**src/rtl/boot_overlay_pkg.sv**
```systemverilog
package boot_overlay_pkg;
  typedef enum logic [1:0] {
    TGT_NONE = 2'd0,
    TGT_ROM  = 2'd1,
    TGT_RAM  = 2'd2
  } target_e;

  function automatic int unsigned min_u(input int unsigned a, input int unsigned b);
    return (a < b) ? a : b;
  endfunction
endpackage

```
**src/rtl/rom_window_decode.sv**
```systemverilog
module rom_window_decode #(
  parameter int          ADDR_W      = 32,
  parameter logic [31:0] ROM_BASE    = 32'h4000_0000,
  parameter logic [31:0] MIRROR_MASK = 32'h0FF8_0000,
  parameter int          ROM_AW      = 19
) (
  input  logic [ADDR_W-1:0] addr,
  output logic              hit,
  output logic [ROM_AW-3:0] word_idx
);
  localparam logic [ADDR_W-1:0] OFFS_MASK = ADDR_W'((64'd1 << ROM_AW) - 1);
  localparam logic [ADDR_W-1:0] KEEP_MASK = ~(MIRROR_MASK[ADDR_W-1:0] | OFFS_MASK);

  always_comb begin
    hit      = ((addr & KEEP_MASK) == (ROM_BASE[ADDR_W-1:0] & KEEP_MASK));
    word_idx = addr[ROM_AW-1:2];
  end
endmodule

```
**src/rtl/low_region_decode.sv**
```systemverilog
module low_region_decode #(
  parameter int ADDR_W = 32,
  parameter int OVL_AW = 19,
  parameter int RAM_AW = 23
) (
  input  logic [ADDR_W-1:0] addr,
  output logic              in_ovl,
  output logic              in_ram,
  output logic [RAM_AW-3:0] ram_word
);
  generate
    if (OVL_AW < ADDR_W) begin : g_ovl_part
      assign in_ovl = (addr[ADDR_W-1:OVL_AW] == '0);
    end else begin : g_ovl_all
      assign in_ovl = 1'b1;
    end
    if (RAM_AW < ADDR_W) begin : g_ram_part
      assign in_ram = (addr[ADDR_W-1:RAM_AW] == '0);
    end else begin : g_ram_all
      assign in_ram = 1'b1;
    end
  endgenerate
  assign ram_word = addr[RAM_AW-1:2];
endmodule

```
**src/rtl/overlay_flag.sv**
```systemverilog
module overlay_flag (
  input  logic clk,
  input  logic rst,
  input  logic clear_req,
  output logic ovl_q
);
  always_ff @(posedge clk) begin
    if (rst)            ovl_q <= 1'b1;
    else if (clear_req) ovl_q <= 1'b0;
  end

  assert_sticky_clear_R8: assert property (@(posedge clk) disable iff (rst)
    !ovl_q |=> !ovl_q);
  assert_clear_effect_R5: assert property (@(posedge clk) disable iff (rst)
    clear_req |=> !ovl_q);
endmodule

```
**src/rtl/boot_overlay_switch.sv**
```systemverilog
module boot_overlay_switch #(
  parameter int          ADDR_W      = 32,
  parameter logic [31:0] ROM_BASE    = 32'h4000_0000,
  parameter logic [31:0] MIRROR_MASK = 32'h0FF8_0000,
  parameter int          ROM_BYTES   = 512 * 1024,
  parameter int          OVL_CAP     = 4 * 1024 * 1024,
  parameter int          RAM_BYTES   = 8 * 1024 * 1024,
  localparam int         ROM_AW      = $clog2(ROM_BYTES),
  localparam int         RAM_AW      = $clog2(RAM_BYTES),
  localparam int         OVL_AW      = $clog2(boot_overlay_pkg::min_u(ROM_BYTES, OVL_CAP))
) (
  input  logic              clk,
  input  logic              rst,
  input  logic              bus_valid,
  input  logic              bus_wr,
  input  logic [ADDR_W-1:0] bus_addr,
  output logic              rom_cs,
  output logic [ROM_AW-3:0] rom_idx,
  output logic              ram_cs,
  output logic              ram_we,
  output logic [RAM_AW-3:0] ram_idx,
  output logic              overlay_on
);
  import boot_overlay_pkg::*;

  logic              win_hit, in_ovl, in_ram, clear_req;
  logic [ROM_AW-3:0] win_word;
  logic [RAM_AW-3:0] ram_word;
  target_e           tgt;

  rom_window_decode #(.ADDR_W(ADDR_W), .ROM_BASE(ROM_BASE),
                      .MIRROR_MASK(MIRROR_MASK), .ROM_AW(ROM_AW)) u_win (
    .addr(bus_addr), .hit(win_hit), .word_idx(win_word));

  low_region_decode #(.ADDR_W(ADDR_W), .OVL_AW(OVL_AW), .RAM_AW(RAM_AW)) u_low (
    .addr(bus_addr), .in_ovl(in_ovl), .in_ram(in_ram), .ram_word(ram_word));

  assign clear_req = bus_valid && !bus_wr && win_hit;

  overlay_flag u_flag (.clk(clk), .rst(rst), .clear_req(clear_req), .ovl_q(overlay_on));

  always_comb begin
    tgt = TGT_NONE;
    if (bus_valid) begin
      if (win_hit) begin
        if (!bus_wr) tgt = TGT_ROM;
      end else if (overlay_on && in_ovl) begin
        if (!bus_wr) tgt = TGT_ROM;
      end else if (in_ram) begin
        tgt = TGT_RAM;
      end
    end
  end

  always_ff @(posedge clk) begin
    if (rst) begin
      rom_cs  <= 1'b0;
      ram_cs  <= 1'b0;
      ram_we  <= 1'b0;
      rom_idx <= '0;
      ram_idx <= '0;
    end else begin
      rom_cs  <= (tgt == TGT_ROM);
      ram_cs  <= (tgt == TGT_RAM);
      ram_we  <= (tgt == TGT_RAM) && bus_wr;
      rom_idx <= win_word;
      ram_idx <= ram_word;
    end
  end

  assert_one_select_R9: assert property (@(posedge clk) disable iff (rst)
    $onehot0({rom_cs, ram_cs}));
  assert_we_needs_cs_R7: assert property (@(posedge clk) disable iff (rst)
    ram_we |-> ram_cs);
  assert_block_low_write_R3: assert property (@(posedge clk) disable iff (rst)
    (bus_valid && bus_wr && overlay_on && in_ovl) |=> (!rom_cs && !ram_cs && overlay_on));
  assert_rom_write_ignored_R6: assert property (@(posedge clk) disable iff (rst)
    (bus_valid && bus_wr && win_hit) |=> (!rom_cs && !ram_cs && $stable(overlay_on)));
  assert_idle_quiet_R11: assert property (@(posedge clk) disable iff (rst)
    !bus_valid |=> (!rom_cs && !ram_cs && $stable(overlay_on)));
  assert_switch_read_rom_R5: assert property (@(posedge clk) disable iff (rst)
    clear_req |=> rom_cs);
endmodule

```
**config.mk**
```make
export PLATFORM = sky130hd
export DESIGN_NAME = boot_overlay_switch
export DESIGN_NICKNAME = d
export VERILOG_FILES = /design/src/rtl/boot_overlay_pkg.sv /design/src/rtl/rom_window_decode.sv /design/src/rtl/low_region_decode.sv /design/src/rtl/overlay_flag.sv /design/src/rtl/boot_overlay_switch.sv
export SDC_FILE = /design/constraint.sdc
export NUM_CORES = 1
export LEC_CHECK = 0
export BUFFER_PORTS_ARGS = -buffer_cell sky130_fd_sc_hd__buf_2
export CAP_MARGIN = 15
export CORE_MARGIN = 1
export CORE_UTILIZATION = 45
export CTS_CLUSTER_DIAMETER = 80
export DETAILED_ROUTE_END_ITERATION = 10
export MAX_ROUTING_LAYER = met4
export PLACE_DENSITY = 0.86
export SYNTH_ARGS = -nofsm -noshare
export SYNTH_HDL_FRONTEND = slang
export SYNTH_HIERARCHICAL = 1
export SYNTH_SLANG_ARGS = --single-unit
export TNS_END_PERCENT = 30
```
**constraint.sdc**
```tcl
create_clock -name clk -period 3.9 [get_ports clk]
set_input_delay 0.195 -clock clk [delete_from_list [all_inputs] [get_ports clk]]
set_output_delay 0.195 -clock clk [all_outputs]
set_load 0.05 [all_outputs]
```
=== Yosys cells after proc, flatten, opt, wreduce, memory -nomap -nowiden ===
Cells that the tools add are included.

* Bits in registers: 42
* Bits of input ports: 36
* Word-level logic and storage cells: 21
* Output and inout bits: 42

* Equal/unequal tests: 3
* Mux-type cells: 5
* Reduce and logical (&&, ||, !) cells: 7

{| class="wikitable"
|+ Operators by type and width
! operator !! number
|-
| $logic_not A13 Y1 || 1
|-
| $logic_not A9 Y1 || 1
|-
| $mux W2 || 4
|-
| $eq A4 B3 Y1 const B || 1
|-
| $logic_and A1 B1 Y1 || 4
|-
| $eq A2 B1 Y1 const B || 1
|-
| $eq A2 B2 Y1 const B || 1
|-
| $logic_not A1 Y1 || 1
|-
| $mux W1 || 1
|}

=== Logic depth before layout (Yosys ltp) ===
* Depth after elaboration: 7
* Depth in mapped cells: 4
* Mapped depth without buffers: 4

=== Hierarchy ===
The synthesis kept the hierarchy.

{| class="wikitable"
|+ Modules (own cells, without submodules)
! module !! cells an instance !! times used !! sequential area each (um^2) !! area an instance (um^2)
|-
| boot_overlay_switch || 89 || 1 || 820.8 || 1,147.4
|-
| low_region_decode || 26 || 1 || 0.0 || 201.4
|-
| rom_window_decode || 18 || 1 || 0.0 || 142.6
|-
| overlay_flag || 3 || 1 || 20.0 || 31.3
|}

=== Least setup slack after synthesis ===
OpenSTA, ideal clock, no wires.

* Kind: input to register
* Start: input port bus_addr[23]
* End: register ram_we
* Arrival: 1.255 ns
* Setup slack: 2.530 ns
* Setup time: 0.116 ns
* Cell stages on the path: 4
* Required time: 3.784 ns
* Cells stage by stage: or4_4 > nor4_2 > a21oi_1 > and3_1

* Longest elaborated chain between the ends: 7

{| class="wikitable"
|+ RTL lines
! item !! line !! RTL
|-
| start, declared || boot_overlay_switch.sv:16 || <nowiki>input logic [ADDR_W-1:0] bus_addr,</nowiki>
|-
| $logic_not A13 Y1 || low_region_decode.sv:13 || <nowiki>assign in_ovl = (addr[ADDR_W-1:OVL_AW] == '0);</nowiki>
|-
| net in_ovl || boot_overlay_switch.sv:26 || <nowiki>logic win_hit, in_ovl, in_ram, clear_req;</nowiki>
|-
| $logic_and A1 B1 Y1 || boot_overlay_switch.sv:47 || <nowiki>end else if (overlay_on && in_ovl) begin</nowiki>
|-
| $mux W2 || boot_overlay_switch.sv:47 ||
|-
| $mux W2 || boot_overlay_switch.sv:45 || <nowiki>if (win_hit) begin</nowiki>
|-
| $mux W2 || boot_overlay_switch.sv:44 || <nowiki>if (bus_valid) begin</nowiki>
|-
| $eq A2 B2 Y1 || boot_overlay_switch.sv:65 || <nowiki>ram_we <= (tgt == TGT_RAM) && bus_wr;</nowiki>
|-
| $logic_and A1 B1 Y1 || boot_overlay_switch.sv:65 ||
|-
| end signal, assigned || boot_overlay_switch.sv:65 ||
|-
| end, declared || boot_overlay_switch.sv:20 || <nowiki>output logic ram_we,</nowiki>
|}

The timed path passes the listed nets, and every way through them passes these cells.
A chain may end at the register's enable or synchronous reset.

=== Worst setup path after layout ===
* Start: register u_flag.ovl_q
* End: output port overlay_on

{| class="wikitable"
|+ RTL lines
! item !! line !! RTL
|-
| start, declared || overlay_flag.sv:5 || <nowiki>output logic ovl_q</nowiki>
|-
| start signal, assigned || overlay_flag.sv:8 || <nowiki>if (rst) ovl_q <= 1'b1;</nowiki>
|-
| start signal, assigned || overlay_flag.sv:9 || <nowiki>else if (clear_req) ovl_q <= 1'b0;</nowiki>
|-
| end, declared || boot_overlay_switch.sv:22 || <nowiki>output logic overlay_on</nowiki>
|}

No word-level cell between the ends.

==> results.cfg <==
[setup_path]
end_kind = output port
critPathCapture = overlay_on
worst-setup-path-type = reg2out
slowest_stage = dfxtp_1
crit_chain = buf_2
cp.depth = 1
worstRegToRegCells = 2
worstSetupStartpointType = flip-flop
r2r_start = u_flag/ovl_q
r2r_slack_ns = 3.09
worstPathArrival_ns = 0.98
worst-path-max-fanout = 3
critPathLaunch = u_flag/ovl_q
reg2reg_to = ram_we
critPathTopFamily = flip-flops
required_ns = 3.70
crit_buf_inv = 1
cpPeakStageDelay_ns = 0.37

[route]
wl_per_cell_um = 9.34
vias_per_cell = 4.14
route.detailed.drc = 0
drtAntennaViolNets = 0
routed_wl_mm = 2.07
drtIter0Drc = 28
vias = 915
first_pass_iters = 2

[power]
fin_total_pwr_uw = 802
irDropWorstVdd_mv = 0.177
p_leak_nw = 0.839
power-per-cell-area_mw_per_mm2 = 472

[sta]
fmax_ghz = 0.852
tightest_slew_ns = 0.724
layout_min_cycle_time_ns = 1.17
post-route-period-util_pct = 30.1
setup_violations = 0
final_max_slew_viol_count = 0
relSlewSlack_pct = 51.7
fin_skew_ns = 0.00142
rsz0062_at_grt = false
finalHoldViolCount = 0
tns_ns = 0

[cts]
cts_setup_buffers = 0
cts_tree = built
post_cts_resize_count = 0
cts_max_level = 2
cts-hold-fix-buffers = 0
clk_pin_slew_worst_paths_ns = 0.11
clockBufferDepth = 2
worst_skew_pair.late_latency_ns = 0.33
cts_root_buf = clkbuf_4
cts_buffers = 5
cts_num_sinks = 42

[yosys]
yosys_most_used_dff = dfxtp_1
yosysWarnings = 6
syn-num-nets = 172
synth_commonest_cells = dfxtp_1, buf_4, nor2b_1, nor2b_2, buf_2
synth_area_mm2 = 0.00152
synth_area_leaders = dfxtp_1, buf_4, nor2b_1
yosysTopAreaCellShare_pct = 55.2
postSynthAreaPerCell_um2 = 11.2
yosysMostFrequentCell = dfxtp_1
synthCells = 136
async_reset_ff_share_pct = 0
ys_types = 17
ys_seq_area_share_pct = 55.2
synth_area_leader_cell = dfxtp_1
ys_ff_latch = 42
synth_edf_count = 0

[floorplan]
start_util_pct = 48.7
num_rows = 20
design.die.area_mm2 = 0.00362
core_mm2 = 0.00313
die_x_um = 60.2
pin_count = 78
die_height_um = 60.2

[grt]
grt_pass1_wl_mm = 3.34
overflow = 0
antenna_found_initial = 0
grt_max_degree = 42
grt_pass1_vias = 885
grt_util_all_layers_pct = 13.4

[finish]
multi_input_area_um2 = 367
fill_cells = 298
seqCellArea_um2 = 841
drive_gt1_share_pct = 51.4
synthToLayoutAreaGrowth_pct = 11.8
diodes = 0
finalNetCount = 212

[placement]
hpwl_mm = 1.56
port-buffer-count = 75
gp_congestion = 0.703

[status]
status = finished, final reports clean

[run]
cap_viol_max_count = 0

[min_path]
min_path_cells = 2
hold_path_class = in2reg
-- power breakdown --
group / switching (mW) / internal (mW)
Clock: 0.124 / 0.0875
Combinational: 0.0992 / 0.0380
Sequential: 0.00413 / 0.450
-- logic make-up (layout without fill, tap and decap cells) --
logic type / Yosys count / count (layout) / share of synthesized area (%)
buffers and inverters: 43 / 84 / 20.7
AND/OR/NAND/NOR: 49 / 49 / 23.3
AO/OA/AOI/OAI: 2 / 2 / 0.822
flip-flops: 42 / 42 / 55.2
-- worst min-delay path by stage --
stage / startpoint / end
2_1_floorplan: bus_wr / rom_cs
6_report: bus_wr / rom_cs
4_1_cts: bus_wr / rom_cs
3_5_place_dp: bus_wr / rom_cs
5_1_grt: bus_wr / rom_cs
3_3_place_gp: bus_wr / rom_cs
-- flip-flops by register name, summed over array words and instances (netlist names) --
name,flops
rom_idx,17
ram_cs,1
ram_we,1
rom_cs,1
u_flag/ovl_q,1
ram_idx,21
-- through the flow --
stage / hold slack (ns) / util (%) / setup slack, ns / instance area [µm²] / cells
after floorplan: 0.266 / - / 2.53 / 1520 / 136
after global placement: 0.393 / 52.5 / 2.37 / 1640 / 213
after detailed placement: 0.395 / 52.5 / 2.38 / 1640 / 213
after CTS: 0.0115 / 54.4 / 2.70 / 1700 / 221
after global routing: 0.0180 / 54.4 / 2.66 / 1700 / 221
final: 0.0338 / 54.4 / 2.73 / 1700 / 221
-- final cells by class --
cell class	count	share of cell area [%]
clock buffer	7	3.24
clock inverter	1	0.294
inverter	1	0.221
multi-input combinational	51	21.5
sequential	42	49.4
tap	44	3.24
timing repair buffer	75	22.1
-- layout by cell type, fill, tap and decap left out, drive strengths merged --
master / n
dfxtp: 42
a21oi: 1
buf: 75
nor3: 1
nor4: 1
nor4b: 2
clkinv: 1
clkbuf: 7
nor2b: 38
and3b: 2
and2: 1
or4: 3
a21o: 1
and3: 1
inv: 1
-- layer usage --
layer / vias to the layer above / global-route usage [%] / part of all wire, %
met5: - / - / 0
met4: 0 / 7.31 / 1.5
met3: 6 / 5.84 / 9.6
met2: 64 / 21.7 / 44
met1: 379 / 13.6 / 44
li1: 466 / - / -
No activity file was read; power rests on OpenSTA's default activity.
